===== src/rtl/cbc_pkg.sv =====
package cbc_pkg;

    typedef enum logic [2:0] {RK_DROP, RK_MRD, RK_MWR, RK_CFGRD, RK_CFGWR} req_kind_e;
    typedef enum logic [1:0] {PH_IDLE, PH_EXEC, PH_SEND} phase_e;

    localparam logic [2:0] CPL_SC = 3'b000;
    localparam logic [2:0] CPL_UR = 3'b001;
    localparam logic [2:0] CPL_CA = 3'b100;

    localparam logic [2:0] FMT_NODATA = 3'b000;
    localparam logic [2:0] FMT_DATA   = 3'b010;
    localparam logic [4:0] TYP_MEM    = 5'b00000;
    localparam logic [4:0] TYP_CFG0   = 5'b00100;
    localparam logic [4:0] TYP_CPL    = 5'b01010;

    typedef struct packed {
        req_kind_e   kind;
        logic [15:0] rid;
        logic [7:0]  tag;
        logic [9:0]  len;
        logic [31:2] addr;
        logic [2:0]  fn;
        logic [9:0]  regn;
        logic [31:0] wdata;
        logic        has_pay;
    } req_t;

    typedef struct packed {
        logic        with_data;
        logic [2:0]  status;
        logic [2:0]  fn;
        logic [15:0] rid;
        logic [7:0]  tag;
        logic [6:0]  lo_addr;
        logic [31:0] data;
    } cpl_t;

    function automatic req_kind_e classify(input logic [2:0] fmt, input logic [4:0] typ);
        case ({fmt, typ})
            {FMT_NODATA, TYP_MEM}:  return RK_MRD;
            {FMT_DATA,   TYP_MEM}:  return RK_MWR;
            {FMT_NODATA, TYP_CFG0}: return RK_CFGRD;
            {FMT_DATA,   TYP_CFG0}: return RK_CFGWR;
            default:                return RK_DROP;
        endcase
    endfunction

    function automatic logic [31:0] cpl_word(input cpl_t c, input logic [1:0] idx);
        case (idx)
            2'd0:    return {c.with_data ? FMT_DATA : FMT_NODATA, TYP_CPL, 14'h0,
                             c.with_data ? 10'd1 : 10'd0};
            2'd1:    return {8'h00, 5'h00, c.fn, c.status, 1'b0, 12'd4};
            2'd2:    return {c.rid, c.tag, 1'b0, c.lo_addr};
            default: return c.data;
        endcase
    endfunction

endpackage


===== src/rtl/cbc_rx_capture.sv =====
module cbc_rx_capture
    import cbc_pkg::*;
(
    input  logic        clk,
    input  logic        rst,
    input  logic        take,
    input  logic        sop,
    input  logic [31:0] data,
    output req_t        req
);
    logic [31:0] hw0, hw1, hw2, pay;
    logic [2:0]  beat;
    logic        got_pay;

    always_ff @(posedge clk) begin
        if (rst) begin
            hw0 <= '0; hw1 <= '0; hw2 <= '0; pay <= '0;
            beat <= '0; got_pay <= 1'b0;
        end else if (take) begin
            if (sop) begin
                hw0     <= data;
                beat    <= 3'd1;
                got_pay <= 1'b0;
            end else begin
                case (beat)
                    3'd1: hw1 <= data;
                    3'd2: hw2 <= data;
                    3'd3: begin pay <= data; got_pay <= 1'b1; end
                    default: ;
                endcase
                if (beat != 3'd4) beat <= beat + 3'd1;
            end
        end
    end

    always_comb begin
        req.kind    = classify(hw0[31:29], hw0[28:24]);
        req.len     = hw0[9:0];
        req.rid     = hw1[31:16];
        req.tag     = hw1[15:8];
        req.addr    = hw2[31:2];
        req.fn      = hw2[18:16];
        req.regn    = hw2[11:2];
        req.wdata   = pay;
        req.has_pay = got_pay;
    end

    logic unused_hdr_bits;
    assign unused_hdr_bits = ^{hw0[23:10], hw1[7:0], hw2[1:0]};
endmodule


===== src/rtl/cbc_func_regs.sv =====
module cbc_func_regs #(
    parameter int          FN_IDX    = 0,
    parameter logic [15:0] VENDOR_ID = 16'h1E5A,
    parameter logic [15:0] DEVICE_ID = 16'h7100
) (
    input  logic        clk,
    input  logic        rst,
    input  logic        cfg_we,
    input  logic [9:0]  cfg_regn,
    input  logic        mem_we,
    input  logic        mem_sel,
    input  logic [31:0] wdata,
    output logic [31:0] cfg_rdata,
    output logic [31:0] mem_rdata
);
    localparam int          NUM_MREG = 2;
    localparam logic [15:0] MY_DEV   = DEVICE_ID + 16'(FN_IDX);

    logic [2:0]  cmd;
    logic [11:0] bar_lo;
    logic [31:0] bar_hi;
    logic [31:0] mregs [NUM_MREG];

    always_ff @(posedge clk) begin
        if (rst) begin
            cmd <= '0; bar_lo <= '0; bar_hi <= '0;
        end else if (cfg_we) begin
            case (cfg_regn)
                10'd1: cmd    <= wdata[2:0];
                10'd4: bar_lo <= wdata[31:20];
                10'd5: bar_hi <= wdata;
                default: ;
            endcase
        end
    end

    for (genvar i = 0; i < NUM_MREG; i++) begin : g_mreg
        always_ff @(posedge clk) begin
            if (rst)                               mregs[i] <= '0;
            else if (mem_we && (mem_sel == i[0])) mregs[i] <= wdata;
        end
    end

    always_comb begin
        case (cfg_regn)
            10'd0:   cfg_rdata = {MY_DEV, VENDOR_ID};
            10'd1:   cfg_rdata = {29'h0, cmd};
            10'd3:   cfg_rdata = 32'h0080_0000;
            10'd4:   cfg_rdata = {bar_lo, 16'h0, 4'hC};
            10'd5:   cfg_rdata = bar_hi;
            default: cfg_rdata = '0;
        endcase
    end

    assign mem_rdata = mregs[mem_sel];
endmodule


===== src/rtl/cbc_cpl_tx.sv =====
module cbc_cpl_tx
    import cbc_pkg::*;
(
    input  logic        clk,
    input  logic        rst,
    input  logic        load,
    input  cpl_t        cpl_in,
    input  logic        tx_ready,
    output logic        tx_valid,
    output logic        tx_sop,
    output logic        tx_eop,
    output logic [31:0] tx_data,
    output logic        done
);
    cpl_t       cpl_q;
    logic [1:0] idx;
    logic       active;
    logic       last;

    assign last     = idx == (cpl_q.with_data ? 2'd3 : 2'd2);
    assign tx_valid = active;
    assign tx_sop   = active && (idx == 2'd0);
    assign tx_eop   = active && last;
    assign tx_data  = cpl_word(cpl_q, idx);
    assign done     = active && tx_ready && last;

    always_ff @(posedge clk) begin
        if (rst) begin
            cpl_q <= '0; idx <= '0; active <= 1'b0;
        end else if (load) begin
            cpl_q <= cpl_in; idx <= '0; active <= 1'b1;
        end else if (active && tx_ready) begin
            if (last) active <= 1'b0;
            else      idx    <= idx + 2'd1;
        end
    end

    p_hold_beat_r12: assert property (@(posedge clk) disable iff (rst)
        (tx_valid && !tx_ready) |=> (tx_valid && $stable(tx_data) && $stable(tx_sop)));

    p_status_legal_r12: assert property (@(posedge clk) disable iff (rst)
        (active && idx == 2'd1) |-> (tx_data[15:13] == CPL_SC || tx_data[15:13] == CPL_UR
                                     || tx_data[15:13] == CPL_CA));
endmodule


===== src/rtl/cbc_completer.sv =====
module cbc_completer
    import cbc_pkg::*;
#(
    parameter int          NUM_FN    = 2,
    parameter int          WIN_BITS  = 20,
    parameter logic [31:0] MEM_BASE  = 32'h4000_0000,
    parameter logic [15:0] VENDOR_ID = 16'h1E5A,
    parameter logic [15:0] DEVICE_ID = 16'h7100
) (
    input  logic        clk,
    input  logic        rst,
    input  logic        rx_valid,
    input  logic        rx_sop,
    input  logic        rx_eop,
    input  logic [31:0] rx_data,
    output logic        rx_ready,
    output logic        tx_valid,
    output logic        tx_sop,
    output logic        tx_eop,
    output logic [31:0] tx_data,
    input  logic        tx_ready
);
    localparam int FN_W    = $clog2(NUM_FN);
    localparam int REG_LSB = WIN_BITS + FN_W;

    phase_e      phase;
    req_t        req;
    cpl_t        cpl_n;
    logic        take, send_n, do_cfg_wr, do_mem_wr, tx_done;
    logic        in_region, mem_ok, cfn_ok;
    logic [FN_W-1:0] mfn, tgt_fn;
    logic [31:0] cfg_rd [NUM_FN];
    logic [31:0] mem_rd [NUM_FN];

    assign rx_ready = (phase == PH_IDLE);
    assign take     = rx_valid && rx_ready;

    cbc_rx_capture u_rx (
        .clk(clk), .rst(rst), .take(take), .sop(rx_sop), .data(rx_data), .req(req)
    );

    assign in_region = req.addr[31:REG_LSB] == MEM_BASE[31:REG_LSB];
    assign mfn       = req.addr[WIN_BITS +: FN_W];
    assign mem_ok    = req.addr[WIN_BITS-1:3] == '0;
    assign cfn_ok    = 32'(req.fn) < NUM_FN;

    always_comb begin
        cpl_n      = '0;
        cpl_n.rid  = req.rid;
        cpl_n.tag  = req.tag;
        send_n     = 1'b0;
        do_cfg_wr  = 1'b0;
        do_mem_wr  = 1'b0;
        tgt_fn     = req.fn[FN_W-1:0];
        case (req.kind)
            RK_CFGRD, RK_CFGWR: begin
                send_n   = 1'b1;
                cpl_n.fn = req.fn;
                if (!cfn_ok) begin
                    cpl_n.status = CPL_UR;
                end else if (req.kind == RK_CFGRD) begin
                    cpl_n.with_data = 1'b1;
                    cpl_n.data      = cfg_rd[tgt_fn];
                end else begin
                    do_cfg_wr = 1'b1;
                end
            end
            RK_MRD: begin
                send_n        = 1'b1;
                tgt_fn        = mfn;
                cpl_n.fn      = 3'(mfn);
                cpl_n.lo_addr = {req.addr[6:2], 2'b00};
                if (!in_region)            cpl_n.status = CPL_UR;
                else if (req.len != 10'd1) cpl_n.status = CPL_CA;
                else begin
                    cpl_n.with_data = 1'b1;
                    cpl_n.data      = mem_ok ? mem_rd[tgt_fn] : '0;
                end
            end
            RK_MWR: begin
                tgt_fn    = mfn;
                do_mem_wr = in_region && (req.len == 10'd1) && req.has_pay && mem_ok;
            end
            default: ;
        endcase
    end

    for (genvar f = 0; f < NUM_FN; f++) begin : g_fn
        cbc_func_regs #(.FN_IDX(f), .VENDOR_ID(VENDOR_ID), .DEVICE_ID(DEVICE_ID)) u_regs (
            .clk       (clk),
            .rst       (rst),
            .cfg_we    (phase == PH_EXEC && do_cfg_wr && 32'(tgt_fn) == f),
            .cfg_regn  (req.regn),
            .mem_we    (phase == PH_EXEC && do_mem_wr && 32'(tgt_fn) == f),
            .mem_sel   (req.addr[2]),
            .wdata     (req.wdata),
            .cfg_rdata (cfg_rd[f]),
            .mem_rdata (mem_rd[f])
        );
    end

    cbc_cpl_tx u_tx (
        .clk(clk), .rst(rst), .load(phase == PH_EXEC && send_n), .cpl_in(cpl_n),
        .tx_ready(tx_ready), .tx_valid(tx_valid), .tx_sop(tx_sop), .tx_eop(tx_eop),
        .tx_data(tx_data), .done(tx_done)
    );

    always_ff @(posedge clk) begin
        if (rst) phase <= PH_IDLE;
        else begin
            case (phase)
                PH_IDLE: if (take && rx_eop) phase <= PH_EXEC;
                PH_EXEC: phase <= send_n ? PH_SEND : PH_IDLE;
                PH_SEND: if (tx_done) phase <= PH_IDLE;
                default: phase <= PH_IDLE;
            endcase
        end
    end

    p_quiet_rx_during_cpl_r1: assert property (@(posedge clk) disable iff (rst)
        tx_valid |-> !rx_ready);

    p_reopen_after_cpl_r1: assert property (@(posedge clk) disable iff (rst)
        (tx_valid && tx_ready && tx_eop) |=> rx_ready);

    p_drop_one_cycle_r10: assert property (@(posedge clk) disable iff (rst)
        (phase == PH_EXEC && !send_n) |=> (rx_ready && !tx_valid));

    p_cpl_starts_r12: assert property (@(posedge clk) disable iff (rst)
        (phase == PH_EXEC && send_n) |=> (tx_valid && tx_sop));
endmodule


===== config.mk =====
export PLATFORM = sky130hd
export DESIGN_NAME = cbc_completer
export DESIGN_NICKNAME = d
export VERILOG_FILES = /design/src/rtl/cbc_pkg.sv /design/src/rtl/cbc_rx_capture.sv /design/src/rtl/cbc_func_regs.sv /design/src/rtl/cbc_cpl_tx.sv /design/src/rtl/cbc_completer.sv
export SDC_FILE = /design/constraint.sdc
export NUM_CORES = 1
export LEC_CHECK = 0
export ABC_AREA = 1
export BUFFER_PORTS_ARGS = -buffer_cell sky130_fd_sc_hd__buf_2
export CAP_MARGIN = 40
export CORE_MARGIN = 2
export CORE_UTILIZATION = 50
export DETAILED_ROUTE_END_ITERATION = 7
export GPL_TIMING_DRIVEN = 0
export HOLD_SLACK_MARGIN = 0.06
export PLACE_DENSITY = 0.7
export SKIP_LAST_GASP = 1
export SLEW_MARGIN = 20
export SYNTH_ARGS = -nofsm -noshare
export SYNTH_HDL_FRONTEND = slang
export SYNTH_SLANG_ARGS = --single-unit

===== constraint.sdc =====
create_clock -name clk -period 3.6 [get_ports clk]
set_input_delay 0.72 -clock clk [delete_from_list [all_inputs] [get_ports clk]]
set_output_delay 0.72 -clock clk [all_outputs]
set_load 0.1 [all_outputs]

==> flow_summary.toml <==
[outcome]
status = "finished, final reports clean"

[clock_tree]
post_cts_buffers = 0
htreeDepth = 2
root_buffer = "clkbuf_16"
clock_path_buffers = 3
clk_latency_ns = 0.55
cts_made_buffers = 43
cts_num_sinks = 403
cts_tree = "built"
clk_pin_slew_ns = 0.06

[power_and_ir_drop]
power_frac_clock_pct = 45.7
internal_power_uw = 7630
ir_drop_uv = 338
leakage_uw = 0.00872
switchingPower_uw = 2230
p_seq_share_pct = 49.0
cellPowerDensity_nw_per_um2 = 489
swShare_pct = 22.6
p_comb_share_pct = 5.4

[routing]
avgRoutedWirePerCell_um = 19.5
via_per_inst = 5.52
antenna_left = 0
vias = 16268
drt-initial-drc-count = 1574
dr.pass1.iters = 6
drc = 0
drt_wl_total_um = 57500

[place]
gp_congestion = 0.969
dp.cells = 2870
detailed_place_hpwl_um = 42000
numPortBuffers = 72
placed_cell_area_um2 = 18700

[floorplan]
ios = 74
start_util_pct = 51.0
die_area_um2 = 37000
dieWidth_um = 192
die_y_um = 192
rows = 68
core_area_um2 = 34700

[synth]
synth_top_area_cell = "dfxtp_1"
syn_nets = 2386
synth_top_area_share_pct = 31.1
seq_area_frac_synth_pct = 52.8
syn_inst = 2339
yosysWarnings = 0
synthArstFlopShare_pct = 0
syn_area_um2 = 17700
yosys_most_used_dff = "dfxtp_1"
synth_area_leaders = "dfxtp_1, edfxtp_1, nor2_1, nand2_1, o21ai_0"
synth_cell_types = 34
ys_ff_latch = 403
netlist_top_cells_count = "nor2_1, nand2_1, dfxtp_1"
avgSynthCellArea_um2 = 7.58
yosysMostFrequentCell = "nor2_1"
synth-edff-count = 128

[timing]
hold_violations = 0
period_share_pct = 95.2
relSlewSlack_pct = 37.1
fin_skew_ns = 0.0168
hold_ws_ns = 0.431
slew_viol_final = 0
worst_pin_slew_ns = 0.943
timing.fmax_ghz = 0.292
min_period_ns = 3.43
setup_violations = 0
grt_setup_unrepaired = "no"
finalSetupTns_ns = 0

[finish]
utilization_pct = 58.1
layout.nets = 2506
area_growth_pct = 13.9
drive_above_1_share_pct = 9.32
final_cells = 2945
antenna-diode-count = 0
final_area_um2 = 20200

[flow_run]
maxCapViolations = 0

[global_route]
grt_first_pass_wirelength_um = 86800
antenna_found_initial = 0
grt_usage_pct = 31.2
overflow = 0
grt_max_degree = 26
grt_pass1_vias = 15115
grtUsageMet1_pct = 42.1
grt-busiest-layer = "met2"
grtUsageMet3_pct = 5.27
use_met2_pct = 49.6

[critical_path]
cp_max_fo = 11
cp_data_required_time_ns = 2.88
critPathKind = "register to output port"
worstPathArrival_ns = 2.71
startpoint = "u_tx.idx[0]"
start_kind = "register"
regToRegStartpoint = "u_rx.hw2[16]"
endpoint_kind = "output port"

[min_path]
hp-start = "rx_eop"
holdCritPathClass = "primary input to register"
[routing by layer]
layer | vias to the layer above | routed length, µm
li1 | 7724 | -
met1 | 7582 | 23600
met2 | 823 | 26000
met3 | 139 | 5270
met4 | 0 | 2580
met5 | - | 0
[power groups by stage]
stage	clock [µW]	combinational, µW	sequential [µW]
after CTS	4540	519	4830
after floorplan	0	309	4910
final	4500	530	4830
after global placement	0	496	4920
after detailed placement	0	516	4920
after global routing	4700	571	4830
[sequential cells by signal (all words and copies together) (netlist names), named ones only]
name / flops
u_rx.beat: 3
g_fn.u_regs.cmd: 6
u_rx.got_pay: 1
g_fn.u_regs.bar_lo: 24
g_fn.u_regs.bar_hi: 64
u_tx.cpl_q: 67
u_rx.hw2: 30
u_tx.tx_valid: 1
phase: 2
u_rx.pay: 32
g_fn.u_regs.mregs: 128
u_rx.hw0: 18
u_tx.idx: 2
u_rx.hw1: 24
[through the flow]
| step | total power (µW) | setup WS, ns |
|---|---|---|
| global placement | 5420 | -0.626 |
| global route | 10100 | 0.110 |
| CTS | 9880 | -0.00100 |
| floorplan | 5220 | -0.293 |
| detailed placement | 5440 | 0.000328 |
| finish | 9860 | 0.171 |
[cell usage in the layout, fill, tap and decap left out, types with 4 or more instances in the layout]
cell / instances
nand3_2: 6
clkbuf_8: 6
nor3_1: 9
clkbuf_16: 45
o21ai_0: 221
nand3_1: 133
edfxtp_1: 128
a22oi_1: 6
clkinv_2: 4
clkbuf_1: 89
o22ai_1: 17
ha_1: 9
inv_1: 208
nor2_1: 600
nand2_2: 5
o21ai_1: 12
o22a_1: 15
inv_2: 8
bufinv_16: 4
buf_6: 5
nand4_1: 16
dfxtp_1: 275
a21oi_1: 96
buf_2: 117
nand2_1: 414
nor2_2: 11
[critical path, cell delays in order, from the launching register on]
cell and delay [ns]:
dfxtp_1 0.43, ha_1 0.29, inv_1 0.25, clkbuf_1 0.40
o21ai_1 0.33, buf_2 0.48
[worst paths after layout]
check                                                    to  slack, ns  depth (start not counted)
worst max register to register  g_fn[1].u_regs.mregs[1][19]       0.69                          8
worst min register to register               u_tx.cpl_q[50]       0.45                          2
worst max-delay path                             tx_data[5]       0.17                          5
worst min-delay path                               phase[0]       0.43                          3
[cells by family (layout without fill, tap and decap cells)]
family	Yosys count	in the layout	synth area share, %
xor gates and xnor gates	1	1	0.0494
AOI/OAI and AO/OA	370	370	11.0
and+or+nand+nor	1202	1202	27.5
buffers and inverters	354	505	8.06
adders and majority gates	9	9	0.636
DFF	403	403	52.8
[area by class of cell]
class	instances	area [µm²]
Buffer	136	614
Clock buffer	65	1270
Clock inverter	11	159
Fill cell	3224	14500
Inverter	217	815
Multi-Input combinational cell	1582	6950
Sequential cell	403	9350
Tap cell	455	569
Timing Repair Buffer	76	453
[what timing repair did]
item                                    4_1_cts  5_1_grt
resized for setup                             4        1
pin swaps                                     0        0
endpoints found under the setup margin       14       14
hold buffers                                  0        0
(Power assumes the default switching activity.)
